`src/rtl/nfa_match_pkg.sv`:
```
// Package: shared constants and build-time edge tables for the NFA matcher.
// Assumes 8-bit characters and a small fixed literal alphabet a..d.
package nfa_match_pkg;

    localparam int CHAR_W  = 8;
    localparam int NUM_LIT = 4;

    // Literal slots, in the order decoded by nfa_lit_decode.
    localparam int LIT_A = 0;
    localparam int LIT_B = 1;
    localparam int LIT_C = 2;
    localparam int LIT_D = 3;

    // Pattern selections.
    localparam int PAT_AB_TAIL = 0;
    localparam int PAT_CD      = 1;

    // Byte code of literal slot idx ('a' + idx).
    function automatic logic [CHAR_W-1:0] lit_code(input int idx);
        return 8'h61 + CHAR_W'(idx);
    endfunction

    // Number of state flip-flops the selected pattern needs.
    function automatic int state_count(input int sel, input int tail);
        return (sel == PAT_CD) ? 2 : tail + 1;
    endfunction

    // Literal set on the single incoming conditioned edge of state k.
    function automatic logic [NUM_LIT-1:0] edge_mask(input int sel, input int k);
        logic [NUM_LIT-1:0] m;
        m = '0;
        if (sel == PAT_CD) begin
            if (k == 0) m[LIT_C] = 1'b1;
            else        m[LIT_D] = 1'b1;
        end else begin
            m[LIT_A] = 1'b1;
            if (k != 0) m[LIT_B] = 1'b1;
        end
        return m;
    endfunction

endpackage

```
`src/rtl/nfa_lit_decode.sv`:
```
// Module: nfa_lit_decode
// Compares the incoming byte against every literal at once and returns one hit
// bit per literal slot. Purely combinational; at most one bit is set.
module nfa_lit_decode
    import nfa_match_pkg::*;
(
    input  logic [CHAR_W-1:0]  char_i,
    output logic [NUM_LIT-1:0] hit_o
);

    // One exact 8-bit comparator per literal slot.
    for (genvar i = 0; i < NUM_LIT; i++) begin : g_cmp
        assign hit_o[i] = (char_i == lit_code(i));
    end

endmodule

```
`src/rtl/nfa_state_cell.sv`:
```
// Module: nfa_state_cell
// One automaton state: a single flip-flop that becomes active when its source
// is active and the current character hits a literal in EDGE_MASK. Updates only
// when en_i is high; synchronous active-low reset clears it.
module nfa_state_cell
    import nfa_match_pkg::*;
#(
    parameter logic [NUM_LIT-1:0] EDGE_MASK = '0
)(
    input  logic               clk,
    input  logic               rst_n,
    input  logic               en_i,
    input  logic               src_i,
    input  logic [NUM_LIT-1:0] hit_i,
    output logic               q_o
);

    logic edge_take;

    // Conditioned incoming edge: source active and literal matched.
    assign edge_take = src_i & (|(hit_i & EDGE_MASK));

    // State flip-flop, advancing only on accepted characters.
    always_ff @(posedge clk) begin
        if (!rst_n)    q_o <= 1'b0;
        else if (en_i) q_o <= edge_take;
    end

    // Reset empties the state.
    assert_reset_clears_R1: assert property (@(posedge clk)
        !rst_n |=> !q_o);

    // Idle cycles leave the state untouched.
    assert_idle_hold_R2: assert property (@(posedge clk) disable iff (!rst_n)
        !en_i |=> $stable(q_o));

    // No activation without an active predecessor.
    assert_needs_source_R3: assert property (@(posedge clk) disable iff (!rst_n)
        (en_i && !src_i) |=> !q_o);

endmodule

```
`src/rtl/nfa_char_matcher.sv`:
```
// Module: nfa_char_matcher (top)
// Streaming matcher for one fixed regular expression, kept in NFA form with
// one flip-flop per state. The leading (a|b)* loop is folded into a start
// state that is a constant 1, so matching starts at every offset. match_o is
// a one-clock pulse after each character that activates the accepting state.
module nfa_char_matcher
    import nfa_match_pkg::*;
#(
    parameter int PATTERN_SEL = PAT_AB_TAIL,
    parameter int TAIL_LEN    = 8
)(
    input  logic              clk,
    input  logic              rst_n,
    input  logic              in_valid,
    input  logic [CHAR_W-1:0] in_char,
    output logic              match_o
);

    localparam int NSTATE = state_count(PATTERN_SEL, TAIL_LEN);

    logic [NUM_LIT-1:0] hit;
    logic [NSTATE-1:0]  state_q;
    logic [NSTATE-1:0]  src;
    logic               fresh_q;

    nfa_lit_decode u_dec (
        .char_i (in_char),
        .hit_o  (hit)
    );

    // Chain of state cells; state 0 is fed by the always-live start wire.
    for (genvar k = 0; k < NSTATE; k++) begin : g_state
        localparam logic [NUM_LIT-1:0] MASK = edge_mask(PATTERN_SEL, k);
        if (k == 0) begin : g_first
            assign src[k] = 1'b1;
        end else begin : g_next
            assign src[k] = state_q[k-1];
        end
        nfa_state_cell #(.EDGE_MASK(MASK)) u_cell (
            .clk   (clk),
            .rst_n (rst_n),
            .en_i  (in_valid),
            .src_i (src[k]),
            .hit_i (hit),
            .q_o   (state_q[k])
        );
    end

    // Marks that the last cycle carried a character, limiting match to one pulse.
    always_ff @(posedge clk) begin
        if (!rst_n) fresh_q <= 1'b0;
        else        fresh_q <= in_valid;
    end

    assign match_o = state_q[NSTATE-1] & fresh_q;

    // A cycle without a character never yields a pulse in the next cycle.
    assert_idle_no_match_R7: assert property (@(posedge clk) disable iff (!rst_n)
        !in_valid |=> !match_o);

    // The c-state and d-state of the second pattern cannot be active together.
    if (PATTERN_SEL == PAT_CD) begin : g_cd_chk
        assert_cd_exclusive_R8: assert property (@(posedge clk) disable iff (!rst_n)
            $onehot0(state_q));
    end

endmodule

```
`config.mk`:
```
export PLATFORM = sky130hd
export DESIGN_NAME = nfa_char_matcher
export DESIGN_NICKNAME = d
export VERILOG_FILES = /design/src/rtl/nfa_match_pkg.sv /design/src/rtl/nfa_lit_decode.sv /design/src/rtl/nfa_state_cell.sv /design/src/rtl/nfa_char_matcher.sv
export SDC_FILE = /design/constraint.sdc
export NUM_CORES = 1
export LEC_CHECK = 0
export ABC_CLOCK_PERIOD_IN_PS = 2200
export CELL_PAD_IN_SITES_DETAIL_PLACEMENT = 1
export CELL_PAD_IN_SITES_GLOBAL_PLACEMENT = 1
export CORE_AREA = 2 2 39 41
export CTS_CLUSTER_SIZE = 10
export DETAILED_ROUTE_END_ITERATION = 16
export DIE_AREA = 0 0 41 43
export GPL_ROUTABILITY_DRIVEN = 0
export GPL_TIMING_DRIVEN = 0
export PLACE_DENSITY = 0.82
export SETUP_SLACK_MARGIN = 0.4
export SLEW_MARGIN = 15
export SYNTH_ARGS = -nofsm -noshare
export SYNTH_HDL_FRONTEND = slang
export SYNTH_HIERARCHICAL = 1
export SYNTH_SLANG_ARGS = --single-unit
```
`constraint.sdc`:
```
create_clock -name clk -period 2.2 [get_ports clk]
set_clock_uncertainty 0.15 [all_clocks]
set_input_delay 0.44 -clock clk [delete_from_list [all_inputs] [get_ports clk]]
set_output_delay 0.44 -clock clk [all_outputs]
set_load 0.005 [all_outputs]
```
# Word-level counts from Yosys, hierarchy flattened

Cells that the tools add are included.

Bits in registers: 10
Output and inout bits: 1

Bitwise gates (word level): 9
Reductions and logical operators: 1
Equal/unequal tests: 2

Operators by type and width:

| cell                                          | number |
|---|---|
| == test 8 x 7 -> 1 bit, second input constant | 2 |
| AND 1 bit                                     | 9 |
| OR reduction 2 bit                            | 1 |

# Logic depth before layout (Yosys ltp)

Depth after elaboration: 3
Gate-level depth with buffers: 4
Gate-level depth less buffers: 4

# Modules after synthesis

The synthesis kept the hierarchy.

By module, submodules not included:

| module                                 | seq. area each (um^2) | cells each | area each (um^2) | instances |
|---|---|---|---|---|
| nfa_state_cell (g_state[1].u_cell ...) | 20.0                  | 4          | 41.3             | 8 |
| nfa_lit_decode                         | 0.0                   | 7          | 58.8             | 1 |
| nfa_state_cell (g_state[0].u_cell)     | 20.0                  | 4          | 37.5             | 1 |
| nfa_char_matcher                       | 20.0                  | 4          | 36.3             | 1 |

# Worst setup path before layout

Ideal clock, no wire load.

Path kind: input to register
Start point: input in_char[7]
End point: register g_state[1].u_cell.q_o
Path slack: 0.728 ns
Required time: 1.980 ns
Cell stages on the path: 4
Library setup time: 0.070 ns
Data arrival time: 1.252 ns
Path through: and4bb_1 > and4b_1 > o211ai_1 > a21boi_1

Cells in the longest elaborated chain, start to end: 3

Ends and longest elaborated chain:

| item                   | line                   | text |
|---|---|---|
| start: declaration     | nfa_char_matcher.sv:15 | `input logic [CHAR_W-1:0] in_char,` |
| == test 8 x 7 -> 1 bit | nfa_lit_decode.sv:13   | `assign hit_o[i] = (char_i == lit_code(i));` |
| named net hit[1]       | nfa_char_matcher.sv:21 | `logic [NUM_LIT-1:0] hit;` |
| OR reduction 2 bit     | nfa_state_cell.sv:21   | `assign edge_take = src_i & (\|(hit_i & EDGE_MASK));` |
| AND 1 bit              | nfa_state_cell.sv:21   |  |
| end signal: assignment | nfa_state_cell.sv:26   | `else if (en_i) q_o <= edge_take;` |
| end: declaration       | nfa_state_cell.sv:15   | `output logic q_o` |

The timed path passes the listed nets, and every way through them passes these cells.
A chain may end at the register's enable or synchronous reset.

# Worst setup path after layout

Start point: input in_char[5]
End point: register g_state[4].u_cell.q_o

Cells in the longest elaborated chain, start to end: 3

Ends and longest elaborated chain:

| item                   | line |
|---|---|
| == test 8 x 7 -> 1 bit | nfa_lit_decode.sv:13 |
| named net hit[1]       | nfa_char_matcher.sv:21 |
| OR reduction 2 bit     | nfa_state_cell.sv:21 |
| AND 1 bit              | nfa_state_cell.sv:21 |
| end signal: assignment | nfa_state_cell.sv:26 |
| end: declaration       | nfa_state_cell.sv:15 |

The timed path passes the listed nets, and every way through them passes these cells.

==> metrics <==
DRT iter0 DRCs 7; Syn Area/Cell 10.0 um2; clk_lat worst skew 0.26 ns; grt total ovfl 0; Hold Path Stages 2; Seq pwr share 48.4%; Min-Delay Path Class reg -> reg; IO Pins 12; CTS Buf Count 3; Worst R2R Start g_state[3].u_cell/q_o; IO buf count 11; Worst Path Max Fanout 8; starting density of the core 31.8%; Post-Route WL 943 um; placed inst area 571 um2; DRC viols 0; setup bufs post-CTS 0; Slew @ Worst Pin 0.506 ns; hold_sp g_state[8].u_cell/q_o; CTS HTree Levels 1; Worst Setup Start Kind primary input; FP Rows 14; Worst R2R Setup Slack 1.35 ns; first-pass GRT wire length 1600 um; pin count of the biggest net entering global routing 20; most frequent cells in the layout 10 x dfxtp_1, 10 x clkdlybuf4s50_1, 8 x o211ai_1, 8 x nand2b_1, 8 x a21boi_1; Sw Ratio 19.2%; clock network fraction of total power 43.4%; Die Y 43 um; hold worst-path end g_state[8].u_cell/q_o; clock sinks 10; Die ar. 1760 um2; CTS tree built; Max Freq 585 MHz; vias in the first global route 382; Worst slew margin 66.2%; P_leak 0.230 nW; r2r worst-path depth 2; Setup violations, final 0; status completed; GRT Total Usage 13.7%; YS warnings 6; CP Capture Type flip-flop; Pins Over Slew Limit 0; fraction of layout cells with a size suffix above 1 10.2%; antenna cell count 0; Post-layout nets 71; DR vias 378; Fin. Hold Viols 0; Final Instance Area 612 um2; Core Box Area 1380 um2; Detailed Place HPWL 682 um; Peak VDD IR 0.000251 V; synthesized area 440 um2; Die W 41 um; R2R Path End g_state[4].u_cell/q_o; Crit Path Category in -> reg; critical-path cell list clkdlybuf4s50_1, and4bb_1, and4b_2, o211ai_1, a21boi_1; min Tclk post-route 1.71 ns; Internal Dissipation 0.000304 W; RSZ-0062 raised after global routing true; Tcrit/Tclk final 77.7%; maximum clock path buffer count 2; root buf cell clkbuf_4; Via density 5.04; worst path arrival time 1.74 ns; Slowest-stage cell, CP clkdlybuf4s50_1; data required time of the worst path 2.23 ns; P&R area growth vs syn 38.9%; number of max-cap violations 0; pwr dens 615 nW/um2; routed len/inst 12.6 um; antenna violations before repair 0; Max stage delay on crit path 0.45 ns; combinational share of power 8.2%; Post-DRT Antenna Nets 0; total nets after synthesis 55; setup TNS 0 ns; CTS clk-pin slew, worst paths 0.07 ns; cell count after synthesis 44; drt first pass iters 4; switching power 0.0000723 W
==> metrics by stage <==
stage / utilization (%) / power [W] / setup slack (ns) / cells / hold WS [ns]
global placement: 41.2 / 0.000217 / 0.197 / 71 / 0.307
floorplan: - / 0.000193 / 0.760 / 44 / 0.294
finish: 44.2 / 0.000376 / 0.491 / 75 / 0.323
CTS: 43.9 / 0.000382 / 0.400 / 75 / 0.328
global route: 44.2 / 0.000396 / 0.392 / 75 / 0.347
detailed placement: 41.2 / 0.000218 / 0.134 / 71 / 0.317
==> power by group through the flow <==
stage / Clock, W / Combinational [W] / Sequential (W)
finish: 0.000163 / 0.0000309 / 0.000182
global route: 0.000180 / 0.0000343 / 0.000182
CTS: 0.000169 / 0.0000314 / 0.000182
detailed placement: 0 / 0.0000313 / 0.000186
global placement: 0 / 0.0000305 / 0.000186
floorplan: 0 / 0.00000729 / 0.000186
==> worst max-delay path: cells and delay by family <==
kind	cells	cell delay (ns)
AND/OR/NAND/NOR	2	0.55
buffers and inverters	1	0.45
AO/OA/AOI/OAI	2	0.30
==> layout make-up <==
class | instances | area, um2
sequential | 10 | 200
fill | 166 | 772
multi-input combinational | 34 | 243
clock buffer | 4 | 36.3
timing repair buffer | 11 | 113
tap | 16 | 20.0
==> state kept, by name (all words and copies together), names as in the netlist <==
register,cells
g_state.u_cell/q_o,9
fresh_q,1
==> how the worst max path moves through the flow <==
stage	start	endpoint	slack [ns]	depth (start not counted)
global route	in_char[7]	g_state[4].u_cell/q_o	0.39	5
global placement	in_char[7]	g_state[3].u_cell/q_o	0.20	5
floorplan	in_char[7]	g_state[1].u_cell/q_o	0.76	4
detailed placement	in_char[5]	g_state[4].u_cell/q_o	0.13	5
CTS	in_char[5]	g_state[4].u_cell/q_o	0.40	5
finish	in_char[5]	g_state[4].u_cell/q_o	0.49	5
==> repair_timing <==
item / in CTS / in global routing
hold buffers: 0 / 0
resized for setup: 0 / 3
endpoints found under the setup margin: 0 / 9
==> metal layers <==
| metal | share of wire (%) | up-vias | global-route usage [%] |
|---|---|---|---|
| li1 | - | 193 | - |
| met1 | 45 | 175 | 16.8 |
| met2 | 51 | 10 | 20.6 |
| met3 | 3.4 | 0 | 3.14 |
| met4 | 0 | 0 | 8.00 |
| met5 | 0 | - | 0 |
Power figures use the tool's default switching activity.
